`src/rtl/pgattr_pkg.sv`:
```
package pgattr_pkg;

    typedef enum logic [2:0] {
        CYC_MEM     = 3'd0,
        CYC_LOCKED  = 3'd1,
        CYC_WBACK   = 3'd2,
        CYC_SPECIAL = 3'd3,
        CYC_INTACK  = 3'd4
    } cyc_kind_e;

    typedef enum logic [2:0] {
        RUN_NORMAL    = 3'd0,
        RUN_SHUTDOWN  = 3'd1,
        RUN_HALT      = 3'd2,
        RUN_STOPGRANT = 3'd3,
        RUN_STOPCLK   = 3'd4
    } run_state_e;

    localparam int LINE_BEATS_DEF = 4;

    // Cycle kinds that carry the attribute at all
    function automatic logic kind_carries(input logic [2:0] k);
        return (k == CYC_MEM) || (k == CYC_LOCKED) || (k == CYC_WBACK);
    endfunction

    // Run state admits a new window for this cycle
    function automatic logic state_admits(input logic [2:0] s,
                                          input logic [2:0] k,
                                          input logic       snoop);
        logic ok;
        case (s)
            RUN_NORMAL:    ok = 1'b1;
            RUN_SHUTDOWN,
            RUN_HALT,
            RUN_STOPGRANT: ok = (k == CYC_WBACK) && snoop;
            default:       ok = 1'b0;
        endcase
        return ok;
    endfunction

endpackage

```
`src/rtl/pgattr_qualify.sv`:
```
module pgattr_qualify
    import pgattr_pkg::*;
(
    input  logic       clk,
    input  logic       rst,
    input  logic       addr_strobe,
    input  logic       addr_hold,
    input  logic       backoff,
    input  logic       hold_ack,
    input  logic       init_req,
    input  logic       probe_rdy,
    input  logic [2:0] cyc_kind,
    input  logic       snoop_wb,
    input  logic [2:0] run_state,
    input  logic       win_open,
    output logic       start,
    output logic       float_now
);
    logic boff_seen;

    // Remembers back-off from the previous clock; no reset so that
    // the one-clock release also spans the end of reset.
    always_ff @(posedge clk) begin
        boff_seen <= backoff;
    end

    always_comb begin
        float_now = rst | hold_ack | init_req | probe_rdy |
                    (run_state == RUN_STOPCLK);
    end

    always_comb begin
        start = addr_strobe && !win_open && !addr_hold &&
                !backoff && !boff_seen && !float_now &&
                kind_carries(cyc_kind) &&
                state_admits(run_state, cyc_kind, snoop_wb);
    end

endmodule

```
`src/rtl/pgattr_window.sv`:
```
module pgattr_window #(
    parameter int LINE_BEATS = 4,
    localparam int CNT_W     = $clog2(LINE_BEATS + 1)
) (
    input  logic clk,
    input  logic rst,
    input  logic start,
    input  logic abort,
    input  logic line_xfer,
    input  logic rdy,
    input  logic pd_in,
    output logic open_q,
    output logic pd_q
);
    localparam logic [CNT_W-1:0] LINE_CNT   = CNT_W'(LINE_BEATS);
    localparam logic [CNT_W-1:0] SINGLE_CNT = CNT_W'(1);

    logic [CNT_W-1:0] left_q;

    always_ff @(posedge clk) begin
        if (rst) begin
            open_q <= 1'b0;
            left_q <= '0;
            pd_q   <= 1'b0;
        end else if (abort) begin
            open_q <= 1'b0;
            left_q <= '0;
        end else if (start) begin
            open_q <= 1'b1;
            left_q <= line_xfer ? LINE_CNT : SINGLE_CNT;
            pd_q   <= pd_in;
        end else if (open_q && rdy) begin
            left_q <= left_q - 1'b1;
            if (left_q == SINGLE_CNT) begin
                open_q <= 1'b0;
            end
        end
    end

endmodule

```
`src/rtl/pgattr_drive.sv`:
```
module pgattr_drive
    import pgattr_pkg::*;
#(
    parameter int LINE_BEATS = LINE_BEATS_DEF
) (
    input  logic       clk,
    input  logic       rst,
    input  logic       addr_strobe,
    input  logic       burst_rdy,
    input  logic       burst,
    input  logic       addr_hold,
    input  logic       backoff,
    input  logic       hold_ack,
    input  logic       init_req,
    input  logic       probe_rdy,
    input  logic [2:0] cyc_kind,
    input  logic       snoop_wb,
    input  logic [2:0] run_state,
    input  logic       page_dis,
    output logic       attr_out,
    output logic       attr_oe
);
    logic start;
    logic float_now;
    logic win_open;
    logic pd_held;

    pgattr_qualify u_qual (
        .clk        (clk),
        .rst        (rst),
        .addr_strobe(addr_strobe),
        .addr_hold  (addr_hold),
        .backoff    (backoff),
        .hold_ack   (hold_ack),
        .init_req   (init_req),
        .probe_rdy  (probe_rdy),
        .cyc_kind   (cyc_kind),
        .snoop_wb   (snoop_wb),
        .run_state  (run_state),
        .win_open   (win_open),
        .start      (start),
        .float_now  (float_now)
    );

    pgattr_window #(.LINE_BEATS(LINE_BEATS)) u_win (
        .clk      (clk),
        .rst      (rst),
        .start    (start),
        .abort    (backoff),
        .line_xfer(burst),
        .rdy      (burst_rdy),
        .pd_in    (page_dis),
        .open_q   (win_open),
        .pd_q     (pd_held)
    );

    always_comb begin
        attr_oe  = (start | win_open) & ~float_now;
        attr_out = attr_oe & (start ? page_dis : pd_held);
    end

endmodule

```
`config.mk`:
```
export PLATFORM = sky130hd
export DESIGN_NAME = pgattr_drive
export DESIGN_NICKNAME = d
export VERILOG_FILES = /design/src/rtl/pgattr_pkg.sv /design/src/rtl/pgattr_qualify.sv /design/src/rtl/pgattr_window.sv /design/src/rtl/pgattr_drive.sv
export SDC_FILE = /design/constraint.sdc
export NUM_CORES = 1
export LEC_CHECK = 0
export ABC_AREA = 1
export BUFFER_PORTS_ARGS = -buffer_cell sky130_fd_sc_hd__buf_2
export CAP_MARGIN = 20
export CORE_AREA = 2 2 39 41
export CTS_CLUSTER_SIZE = 24
export DETAILED_ROUTE_END_ITERATION = 8
export DIE_AREA = 0 0 41 43
export PLACE_DENSITY = 0.59
export REMOVE_ABC_BUFFERS = 1
export SLEW_MARGIN = 20
export SYNTH_ARGS = -nofsm -noshare
export SYNTH_HDL_FRONTEND = slang
export SYNTH_SLANG_ARGS = --single-unit
```
`constraint.sdc`:
```
create_clock -name clk -period 1.4 [get_ports clk]
set_clock_uncertainty 0.2 [all_clocks]
set_input_delay 0 -clock clk [delete_from_list [all_inputs] [get_ports clk]]
set_output_delay 0 -clock clk [all_outputs]
set_load 0.02 [all_outputs]
```
# After elaboration in Yosys (flattened, before gate mapping)
# Cells that the tools add are included.
dict set report totals {
  regBits 6
  latch_bits 0
  ram_bits 0
  romBits 0
  inputBits 18
  elab_cells 51
  mem_count 0
}
dict set report classes {
  add_sub_neg 1
  mul 0
  div 0
  magnitude_cmp 0
  n_eq_ne 7
  shifts 0
  n_mux 8
  bitwise 8
  reduce_logical 23
}
# cell n
set op_table {}
lappend op_table {{== test 3 x 1 -> 1 bit, second input constant} 3}
lappend op_table {{== test 3 x 2 -> 1 bit, second input constant} 3}
lappend op_table {{logical AND 1 bit} 9}
lappend op_table {{two-way mux 3 bit} 3}
lappend op_table {{logical NOT 3 bit} 2}
lappend op_table {{logical NOT 1 bit} 5}
lappend op_table {{OR 1 bit} 5}
lappend op_table {{two-way mux 1 bit} 4}
lappend op_table {{nonzero test 2 bit} 2}
lappend op_table {{== test 3 bit, second input constant} 1}
lappend op_table {{OR reduction 3 bit} 1}
lappend op_table {{subtractor 3 x 1 -> 3 bit, second input constant} 1}
lappend op_table {{AND 1 bit} 2}
lappend op_table {{logical OR 1 bit} 2}
lappend op_table {{case mux 1 bit (2 select lines)} 1}
lappend op_table {{AND reduction 2 bit} 1}
lappend op_table {{OR reduction 2 bit} 1}
lappend op_table {{NOT 1 bit} 1}

# Logic depth before layout (Yosys ltp)
# Gate-level depths: netlist (run 1).
dict set report logic_depth {
  ltp_word 11
  depth_mapped 9
  depth_no_buf 9
}

# Hierarchy
# Synthesis (run 1) repeated with hierarchy kept, for this count alone.
dict set report hier_totals {
  hier_cells 70
  hier_area_um2 410.4
}
# mod instances cells_per_inst area_per_inst_um2 seq_area_each_um2
set modules_own_cells {}
lappend modules_own_cells {pgattr_window 1 38 262.8 100.1}
lappend modules_own_cells {pgattr_qualify 1 24 115.1 20.0}
lappend modules_own_cells {pgattr_drive 1 8 32.5 0.0}

# Worst setup path after synthesis (run 1)
# OpenSTA, ideal clock, no wires.
dict set report synth_path {
  path_type {reg-to-output}
  startpoint {reg u_win.open_q}
  endpoint {out attr_out}
  arrival_time_ns 1.122
  t_required_ns 1.200
  setup_slack_ns 0.078
  path_stages_with_launch 8
  n_path_buf 0
  path_cell_list {dfxtp_1 nor2_1 inv_1 nor2_1 nand2_1 nor2_4 a21oi_1 nor2_1}
}
dict set report synth_between {
  elab_chain_cells 11
  elab_cells_between_ends 12
  classes_between {1 x mux; 3 x bitwise; 8 x reduce/logical}
}
# element line
set synth_lines {}
lappend synth_lines {{start, declared} pgattr_window.sv:12} ;# output logic open_q,
lappend synth_lines {{start signal, assigned} pgattr_window.sv:22} ;# open_q <= 1'b0;
lappend synth_lines {{start signal, assigned} pgattr_window.sv:26} ;# open_q <= 1'b0;
lappend synth_lines {{start signal, assigned} pgattr_window.sv:29} ;# open_q <= 1'b1;
lappend synth_lines {{logical NOT 1 bit} pgattr_qualify.sv:33} ;# start = addr_strobe && !win_open && !addr_hold &&
lappend synth_lines {{logical AND 1 bit (3 in a row)} pgattr_qualify.sv:33}
lappend synth_lines {{logical AND 1 bit (3 in a row)} pgattr_qualify.sv:34} ;# !backoff && !boff_seen && !float_now &&
lappend synth_lines {{logical AND 1 bit} pgattr_qualify.sv:35} ;# kind_carries(cyc_kind) &&
lappend synth_lines {{OR 1 bit} pgattr_drive.sv:58} ;# attr_oe = (start | win_open) & ~float_now;
lappend synth_lines {{AND 1 bit} pgattr_drive.sv:58}
lappend synth_lines {{AND 1 bit *} pgattr_drive.sv:59} ;# attr_out = attr_oe & (start ? page_dis : pd_held);
lappend synth_lines {{end, declared} pgattr_drive.sv:20} ;# output logic attr_out,
# Every way passes the cells marked *; elsewhere a longest branch is shown, timed or not.

# Worst setup path after layout (run 1)
# Ends and elaborated chain as after synthesis.

==> results of run 1 <==
synth_stat cells (all sizes together):
| master | instances | area, sq um |
|---|---|---|
| dfxtp | 6 | 120 |
| nand3b | 1 | 7.51 |
| inv | 12 | 45.0 |
| nor2 | 20 | 92.6 |
| ha | 2 | 25.0 |
| a21boi | 1 | 7.51 |
| xnor2 | 1 | 8.76 |
| nand4 | 1 | 6.26 |
| nand2 | 18 | 70.1 |
| o21ai | 2 | 13.8 |
| a21oi | 3 | 15.0 |
| nand3 | 5 | 30.0 |
per-stage QoR:
step           utilization (%)  cell area [sq um]
2_1_floorplan                -                442
3_3_place_gp              40.8                564
3_5_place_dp              40.8                564
4_1_cts                   48.0                664
5_1_grt                   49.3                682
6_report                  49.3                682
timing repair:
item | 4_1_cts | 5_1_grt
endpoints found under the hold margin | 6 | 0
setup buffers | 2 | 2
setup endpoints to repair | 2 | 6
gates resized for setup | 5 | 5
hold buffers | 5 | 0
pin swaps | 4 | 5
metal layers:
layer  share of wire (%)  vias to the layer above
met5                   0                        -
met4                 1.4                        0
met3                 8.1                        2
met2                  47                       18
met1                  43                      207
li1                    -                      282
worst register-to-register path: stages (launching register included):
cell and delay (ns):
dfxtp_2 0.31, nor2_2 0.09, inv_1 0.05, nor2_2 0.11, nand2_2 0.07, nor2_4 0.13, buf_4 0.14, nor2_1 0.04
nor2_1 0.10, nor2_1 0.04
cells by family after synthesis:
family          after synthesis  share of synthesized area, %
simple gates                 45                          46.7
buf+inv                      12                          10.2
compound gates                6                          8.21
flops                         6                          27.2
fa+ha+maj                     2                          5.66
xor+xnor                      1                          1.98
area by class of cell:
| class | instances | area, sq um | area share [%] |
|---|---|---|---|
| multi-input cells | 54 | 289 | 42.4 |
| repair buffers | 28 | 184 | 27.0 |
| flip-flops and latches | 6 | 121 | 17.8 |
| inverters | 12 | 45.0 | 6.61 |
| clock buffers | 3 | 22.5 | 3.30 |
| well taps | 16 | 20.0 | 2.94 |
report_power, final:
group / leakage [nW] / total, mW / switching (mW) / internal, mW
clock network: 0.0138 / 0.158 / 0.0614 / 0.0969
logic: 0.273 / 0.0669 / 0.0309 / 0.0360
registers: 0.0492 / 0.173 / 0.000540 / 0.173
state kept, by name, summed over array words and instances (netlist names):
register and cells:
u_win.left_q 3, u_qual.boff_seen 1, u_win.open_q 1, u_win.pd_q 1
final timing paths:
kind | slack [ns] | endpoint | cells after the start | start
worst max-delay path | -0.14 | attr_out | 9 | u_win.open_q
worst min-delay path | -0.005 | u_win.open_q | 5 | addr_strobe
worst max register to register | 0.03 | u_win.left_q[2] | 9 | u_win.open_q
worst min register to register | 0.30 | u_win.left_q[0] | 2 | u_win.left_q[0]
==> key figures, run 1 <==
Setup path
  – Highest fanout seen on the critical path: 4
  – Crit path kind: reg2out
  – Crit-path max cell delay: 0.31 ns
  – Family with the most delay on the worst path: simple AND/OR/NAND/NOR gates
  – CP max stage cell: dfxtp_2
  – Critical Path Source Type: flop
  – Worst endpoint required time: 1.20 ns
  – Crit path arrival time: 1.34 ns
  – Crit path buf inv count: 2
  – Crit-path cells: nor2_2 -> inv_1 -> nor2_2 -> nand2_2 -> nor2_4 -> nand2_2 -> o21ai_2 -> nor2_1 -> buf_4
  – Worst Setup End Kind: output port

Routing
  – DRC: 0
  – Routed vias: 509
  – First drt pass iteration count: 4
  – Starting DRT DRC Count: 11
  – Routed WL per cell: 8.37 microns
  – Vias/cell: 4.28
  – Final WL: 996 microns
  – Routed Antenna Nets: 0

Die
  – Die W: 41 microns
  – Initial Util: 31.9%
  – Die area: 1760 sq um
  – Core Rows: 14
  – I/O Pins: 20
  – Chip height: 43 microns
  – CORE AREA: 1380 sq um

STA
  – Final setup viols: 2
  – Hold slack: -0.00541 ns
  – Max Clock Freq: 0.651 GHz
  – Fin Setup TNS: -0.192 ns
  – Period utilisation layout: 110%
  – Rel. slew slack: 82.0%
  – Pins Over Slew Limit: 0
  – RSZ-0062 raised after global routing: true
  – Final hold violation count: 1
  – Final Critical Period: 1.54 ns
  – Setup slack after layout: -0.137 ns
  – Worst-Margin Slew: 0.268 ns

Clocking
  – CTS Buf Count: 3
  – Clk Tree Root Cell: clkbuf_4
  – Worst-Skew Late Latency: 0.24 ns
  – Max H-tree Level: 1
  – CTS tree: yes
  – Clk sinks: 6
  – Clock slew at reported path FFs: 0.04 ns
  – Clock Tree Buf Depth: 2

Yosys
  – Syn avg cell area: 6.13 sq um
  – Syn Inst Count: 72
  – Cell variety after synth: 17
  – Register area share after synthesis: 27.2%
  – Post-synthesis cell area: 442 sq um
  – Yosys warns: 0
  – Flops & latches, synth: 6

Final layout
  – Final net count: 125
  – Area growth syn-to-layout: 54.4%
  – Most common cell after layout, fill and taps aside: buf_2
  – Antenna cells: 0
  – Fill cells: 147
  – Fin cells: 119
  – Most used cells in the layout excluding fill and tap cells: buf_2 (17), nand2_1 (15), nor2_1 (14), inv_1 (12)
  – Share of layout cells above drive strength 1: 36.9%

GRT
  – Antenna violations before repair: 0
  – GRT Util Overall: 13.4%
  – Busiest grt layer: met2
  – Largest net degree at the start of global routing: 6
  – Vias in the first global route: 452
  – Total gr overflow: 0
  – Met1 Use GR: 15.9%
  – First-pass GRT wire length: 1690 microns
  – GRT met2 Usage: 23.4%
  – Met3 Track Usage GR: 1.57%

Place
  – Port Buffers: 19
  – Placed insts: 108
  – DPL Wire Length: 795 microns
  – Routability cong.: 0.751
  – DP Worst Slack: 0.0379 ns

Status
  – Failing checks: hold timing, setup timing
  – Status: finished with violations

Pwr
  – Worst IR Drop VDD: 0.000401 V
  – Lkg Pwr: 0.336 nW
  – Tot Pwr: 0.399 mW
  – Power Dens Cells: 584 nW/um^2

Run
  – Max cap viols: 0

Min path
  – Hold Crit Class: in2reg
Note: power is estimated with default switching activity, not from simulation.
==> run 2: changes to the inputs <==
--- a/config.mk
+++ b/config.mk
@@ -8,11 +8,13 @@
 export ABC_AREA = 1
 export BUFFER_PORTS_ARGS = -buffer_cell sky130_fd_sc_hd__buf_2
 export CAP_MARGIN = 20
-export CORE_AREA = 2 2 39 41
+export CELL_PAD_IN_SITES_DETAIL_PLACEMENT = 0
+export CELL_PAD_IN_SITES_GLOBAL_PLACEMENT = 2
+export CORE_MARGIN = 1.5
+export CORE_UTILIZATION = 21
 export CTS_CLUSTER_SIZE = 24
 export DETAILED_ROUTE_END_ITERATION = 8
-export DIE_AREA = 0 0 41 43
-export PLACE_DENSITY = 0.59
+export PLACE_DENSITY = 0.73
 export REMOVE_ABC_BUFFERS = 1
 export SLEW_MARGIN = 20
 export SYNTH_ARGS = -nofsm -noshare
==> key figures, run 2 (synthesis results as in run 1) <==
Routing
  – Routed vias: 547
  – First drt pass iteration count: 4
  – Routed Antenna Nets: 0
  – Vias/cell: 4.08
  – DRC: 0
  – Final WL: 1210 microns
  – Starting DRT DRC Count: 8
  – Routed WL per cell: 9.02 microns

Clocking
  – CTS Buf Count: 3
  – Clk Tree Root Cell: clkbuf_4
  – Worst-Skew Late Latency: 0.25 ns
  – Clk sinks: 6
  – CTS tree: yes
  – Clock Tree Buf Depth: 2
  – Clock slew at reported path FFs: 0.05 ns
  – Max H-tree Level: 1

Setup path
  – Worst reg-to-reg path cell count: 11
  – Crit path buf inv count: 2
  – Crit path kind: reg2out
  – Worst Setup End Kind: output port
  – Worst endpoint required time: 1.20 ns
  – Critical path depth in cells: 9
  – Crit-path cells: nor2_2 -> inv_1 -> nor2_2 -> nand2_2 -> nor2_4 -> nand2_2 -> o21ai_2 -> nor2_1 -> buf_4
  – Worst R2R Setup Slack: -0.18 ns
  – Crit-path max cell delay: 0.32 ns
  – Highest fanout seen on the critical path: 5
  – Family with the most delay on the worst path: simple AND/OR/NAND/NOR gates
  – Critical Path Source Type: flop
  – Crit path arrival time: 1.40 ns
  – CP max stage cell: dfxtp_2

Place
  – Port Buffers: 19
  – DPL Wire Length: 887 microns
  – DP Worst Slack: 0.00876 ns
  – Routability cong.: 0.659

Final layout
  – Largest register by flop count: u_win.left_q
  – Final core occ: 39.0%
  – Flip-flop count of the largest register after layout: 3
  – Storage element area: 121 sq um
  – Antenna cells: 0
  – Most used cells in the layout excluding fill and tap cells: buf_2 (17), nor2_1 (15), nand2_1 (13), inv_1 (12), buf_4 (8)
  – Most common cell after layout, fill and taps aside: buf_2
  – Final net count: 129
  – Area growth syn-to-layout: 73.1%
  – Area taken by multi-input logic gates: 325 sq um
  – Fill cells: 232
  – Share of layout cells above drive strength 1: 42.1%

Status
  – Failing checks: hold timing, setup timing
  – Status: finished with violations

Die
  – I/O Pins: 20
  – Die W: 48.9 microns
  – Die area: 2390 sq um
  – CORE AREA: 1960 sq um
  – Initial Util: 22.5%
  – Chip height: 48.9 microns
  – Core Rows: 16

STA
  – Max Clock Freq: 0.625 GHz
  – Final Critical Period: 1.60 ns
  – Fin Setup TNS: -0.513 ns
  – Pins Over Slew Limit: 0
  – Final setup viols: 3
  – Rel. slew slack: 83.6%
  – RSZ-0062 raised after global routing: true
  – Setup slack after layout: -0.201 ns
  – Hold slack: -0.00789 ns
  – Period utilisation layout: 114%
  – Worst-Margin Slew: 0.245 ns
  – Final hold violation count: 1

GRT
  – GRT Util Overall: 11.2%
  – Total gr overflow: 0
  – First-pass GRT wire length: 2070 microns
  – Largest net degree at the start of global routing: 6
  – Vias in the first global route: 542
  – Antenna violations before repair: 0

Pwr
  – Lkg Pwr: 0.360 nW
  – Tot Pwr: 0.413 mW
  – Worst IR Drop VDD: 0.000368 V
  – Power Dens Cells: 541 nW/um^2

Run
  – Max cap viols: 0

Min path
  – Hold Crit Class: in2reg
  – Hold path depth: 6
run 2: cell types whose count changed in the layout (fill, tap and decap cells not counted), sizes merged:
cell,delta
buf,+3
dlygate4sd3,+1
run 2: what timing repair did:
action                                  4_1_cts  5_1_grt
endpoints found under the hold margin         6        0
endpoints found under the setup margin        2        7
resized for setup                             5       12
hold buffers                                  6        0
buffers inserted                              7        1
pin swaps                                     4       11
run 2: worst paths after layout:
path / startpoint / endpoint
hold / removal: addr_hold / u_win.open_q
hold reg to reg: u_win.pd_q / u_win.pd_q
setup / recovery: u_win.open_q / attr_out
setup reg to reg: u_win.open_q / u_win.left_q[2]
run 2: worst register-to-register path, delay by kind of cell, from the launching register on:
family | cells | cell delay (ns)
buf+inv | 4 | 0.37
flops | 1 | 0.32
simple gates | 7 | 0.58
run 2: area by class of cell:
type | instances | area share, %
repair buffers | 32 | 28.3
flip-flops and latches | 6 | 15.9
clock buffers | 3 | 2.95
inverters | 12 | 5.89
multi-input cells | 54 | 42.6
well taps | 27 | 4.42
run 2: where the power goes:
group,internal (mW),leakage [nW],total [mW],switching [mW]
Clock,0.0971,0.0138,0.162,0.0652
Sequential,0.173,0.0492,0.173,0.000567
Combinational,0.0407,0.297,0.0774,0.0367
run 2: through the flow:
stage	cell area, sq um	instances
after global placement	586	120
after CTS	729	136
final	764	134
after floorplan	442	72
after global routing	764	134
after detailed placement	586	120
run 2: layer usage:
metal / vias to the layer above / wire [microns] / GRT usage, %
met1: 239 / 503 / 11.2
met2: 15 / 634 / 20.1
li1: 291 / - / -
met5: - / 0 / 0
met4: 0 / 13 / 4.29
met3: 2 / 57 / 4.91
==> run 3: changes to the inputs <==
--- a/config.mk
+++ b/config.mk
@@ -5,7 +5,6 @@
 export SDC_FILE = /design/constraint.sdc
 export NUM_CORES = 1
 export LEC_CHECK = 0
-export ABC_AREA = 1
 export BUFFER_PORTS_ARGS = -buffer_cell sky130_fd_sc_hd__buf_2
 export CAP_MARGIN = 20
 export CELL_PAD_IN_SITES_DETAIL_PLACEMENT = 0
@@ -14,7 +13,7 @@
 export CORE_UTILIZATION = 21
 export CTS_CLUSTER_SIZE = 24
 export DETAILED_ROUTE_END_ITERATION = 8
-export PLACE_DENSITY = 0.73
+export PLACE_DENSITY = 0.7
 export REMOVE_ABC_BUFFERS = 1
 export SLEW_MARGIN = 20
 export SYNTH_ARGS = -nofsm -noshare
==> key figures, run 3 <==
Status
  – Status: finished with violations
  – Failing checks: hold timing, setup timing

Die
  – CORE AREA: 1710 sq um
  – Initial Util: 22.0%
  – Die W: 45.3 microns
  – Die area: 2050 sq um
  – I/O Pins: 20
  – Chip height: 45.3 microns
  – Core Rows: 15

STA
  – Hold slack: -0.0122 ns
  – Pins Over Slew Limit: 0
  – Final setup viols: 7
  – Rel. slew slack: 73.2%
  – Setup slack after layout: -0.175 ns
  – Period utilisation layout: 112%
  – RSZ-0062 raised after global routing: true
  – Final hold violation count: 2
  – Final Critical Period: 1.57 ns
  – Worst-Margin Slew: 0.398 ns
  – Max Clock Freq: 0.635 GHz

Final layout
  – Final net count: 104
  – Fill cells: 182
  – Most common cell after layout, fill and taps aside: buf_2
  – Storage element area: 121 sq um
  – Area taken by multi-input logic gates: 282 sq um
  – Share of layout cells above drive strength 1: 50.0%
  – Antenna cells: 0
  – Most used cells in the layout excluding fill and tap cells: buf_2 (17), buf_4 (11), dlygate4sd3_1 (5), dfxtp_1 (5), nand2_1 (4)
  – Area growth syn-to-layout: 85.7%
  – Largest register by flop count: u_win.left_q
  – Flip-flop count of the largest register after layout: 3
  – Final instance area: 697 sq um

Setup path
  – Crit-path max cell delay: 0.32 ns
  – Reg2reg end: u_win.left_q[0]
  – Worst r2r src: u_qual.boff_seen
  – Family with the most delay on the worst path: simple AND/OR/NAND/NOR gates
  – Worst R2R Setup Slack: -0.16 ns
  – Crit path kind: reg2out
  – Crit path buf inv count: 1
  – Highest fanout seen on the critical path: 2
  – Crit path arrival time: 1.37 ns
  – Critical Path Source Type: flop
  – Crit-path cells: nor4b_4 -> and4_1 -> nand3_2 -> o21ai_1 -> buf_4
  – CP max stage cell: dfxtp_2
  – Worst Setup End Kind: output port
  – Worst endpoint required time: 1.20 ns
  – Worst reg-to-reg path cell count: 6

GRT
  – Largest net degree at the start of global routing: 6
  – Vias in the first global route: 462
  – First-pass GRT wire length: 1950 microns
  – Antenna violations before repair: 0
  – Total gr overflow: 0
  – GRT Util Overall: 13.4%

Clocking
  – Worst-Skew Late Latency: 0.25 ns
  – Clk Tree Root Cell: clkbuf_4
  – CTS Buf Count: 3
  – Clock Tree Buf Depth: 2
  – CTS tree: yes
  – Clock slew at reported path FFs: 0.05 ns
  – Max H-tree Level: 1
  – Clk sinks: 6

Yosys
  – Asr flop ratio synth: 0%
  – Register area share after synthesis: 32.0%
  – Cell variety after synth: 21
  – Yosys top cell by area: dfxtp_1
  – Yosys warns: 0
  – Yosys top cell area share: 32.0%
  – Flops & latches, synth: 6
  – Count leader, synth: dfxtp_1
  – Syn Inst Count: 45
  – Post-synth top flop: dfxtp_1
  – Most frequent cells after synthesis: dfxtp_1 (6), nand2_1 (4), o21ai_0 (4)
  – Post-synthesis cell area: 375 sq um
  – Post-synth EDFFs: 0
  – Syn avg cell area: 8.34 sq um
  – Largest cells by area after synthesis: dfxtp_1 (32%), ha_1 (6.7%), o21a_1 (6.0%)

Pwr
  – Lkg Pwr: 0.290 nW
  – Power Dens Cells: 577 nW/um^2
  – Worst IR Drop VDD: 0.000316 V

Min path
  – Hold path depth: 4
  – Hold Crit Class: in2reg
  – HP Start: rst
  – Worst Hold Path EP: u_win.left_q[2]

Place
  – Port Buffers: 19
  – Placed Area: 539 sq um
  – DPL Wire Length: 903 microns
  – Routability cong.: 0.665
  – DP Worst Slack: -0.124 ns

Routing
  – Vias/cell: 4.41
  – Starting DRT DRC Count: 16
  – DRC: 0
  – Routed WL per cell: 10.5 microns
  – Routed Antenna Nets: 0
  – Routed vias: 472
  – Final WL: 1130 microns
  – First drt pass iteration count: 4

Run
  – Max cap viols: 0
-- run 3: cell types whose count changed in the layout (fill, tap and decap cells not counted), sizes merged, moves of 2 or more --
| cell | previous run | this run |
|---|---|---|
| o21ai | 2 | 4 |
| buf | 26 | 29 |
| inv | 12 | 3 |
| nand3 | 5 | 3 |
| nor2 | 20 | 3 |
| nand2 | 18 | 4 |
| nor3 | 0 | 3 |
| o21a | 0 | 3 |
-- run 3: cell families after synthesis --
kind of cell / Yosys count / share of synthesized area, %
AOI/OAI and AO/OA: 11 / 17.7
and+or+nand+nor: 21 / 36.0
buffers and inverters: 3 / 3.00
adders and majority gates: 2 / 6.67
xor gates and xnor gates: 2 / 4.67
DFF: 6 / 32.0
-- run 3: layout make-up --
class / instances / share of cell area (%)
Sequential cell: 6 / 17.4
Clock buffer: 3 / 3.23
Timing Repair Buffer: 34 / 32.9
Inverter: 3 / 1.62
Tap cell: 25 / 4.49
Multi-Input combinational cell: 36 / 40.4
-- run 3: tightest hold or removal path: cells and delay by family --
family	cells	cell delay, ns
buffers and inverters	2	0.21
and+or+nand+nor	2	0.17
-- run 3: report_power, final --
part / total (mW) / internal [mW] / switching, mW
logic: 0.0673 / 0.0375 / 0.0298
clock network: 0.160 / 0.0970 / 0.0630
registers: 0.175 / 0.173 / 0.00123
total: 0.402 / 0.308 / 0.0941
-- run 3: worst max path at each step --
stage | startpoint | to | depth (start not counted)
2_1_floorplan | u_win.open_q | attr_oe | 3
6_report | u_qual.boff_seen | attr_out | 5
4_1_cts | u_qual.boff_seen | attr_out | 5
3_5_place_dp | u_win.left_q[0] | u_win.left_q[1] | 4
5_1_grt | u_qual.boff_seen | attr_out | 5
3_3_place_gp | u_win.left_q[0] | u_win.left_q[1] | 4
-- run 3: layer usage --
layer | track usage [%] | vias up | part of all wire [%]
met3 | 6.00 | 2 | 5.6
met4 | 1.76 | 0 | 0.35
met2 | 23.1 | 11 | 52
met5 | 0 | - | 0
li1 | - | 240 | -
met1 | 15.5 | 219 | 42
-- run 3: through the flow --
step                      total power, mW  TNS (ns)  cells  utilization [%]
after global placement              0.226    -0.231     94             31.6
after CTS                           0.405    -0.835    105             39.2
after detailed placement            0.227    -0.361     94             31.6
after global routing                0.426     -1.36    107             40.8
final                               0.402    -0.719    107             40.8
after floorplan                     0.191    -0.106     45                -
-- run 3: what timing repair did --
item	CTS	global route
resized for setup	10	5
setup buffers	4	1
endpoints found under the hold margin	6	6
hold buffers	4	2
pin swaps	6	1
setup endpoints to repair	7	7
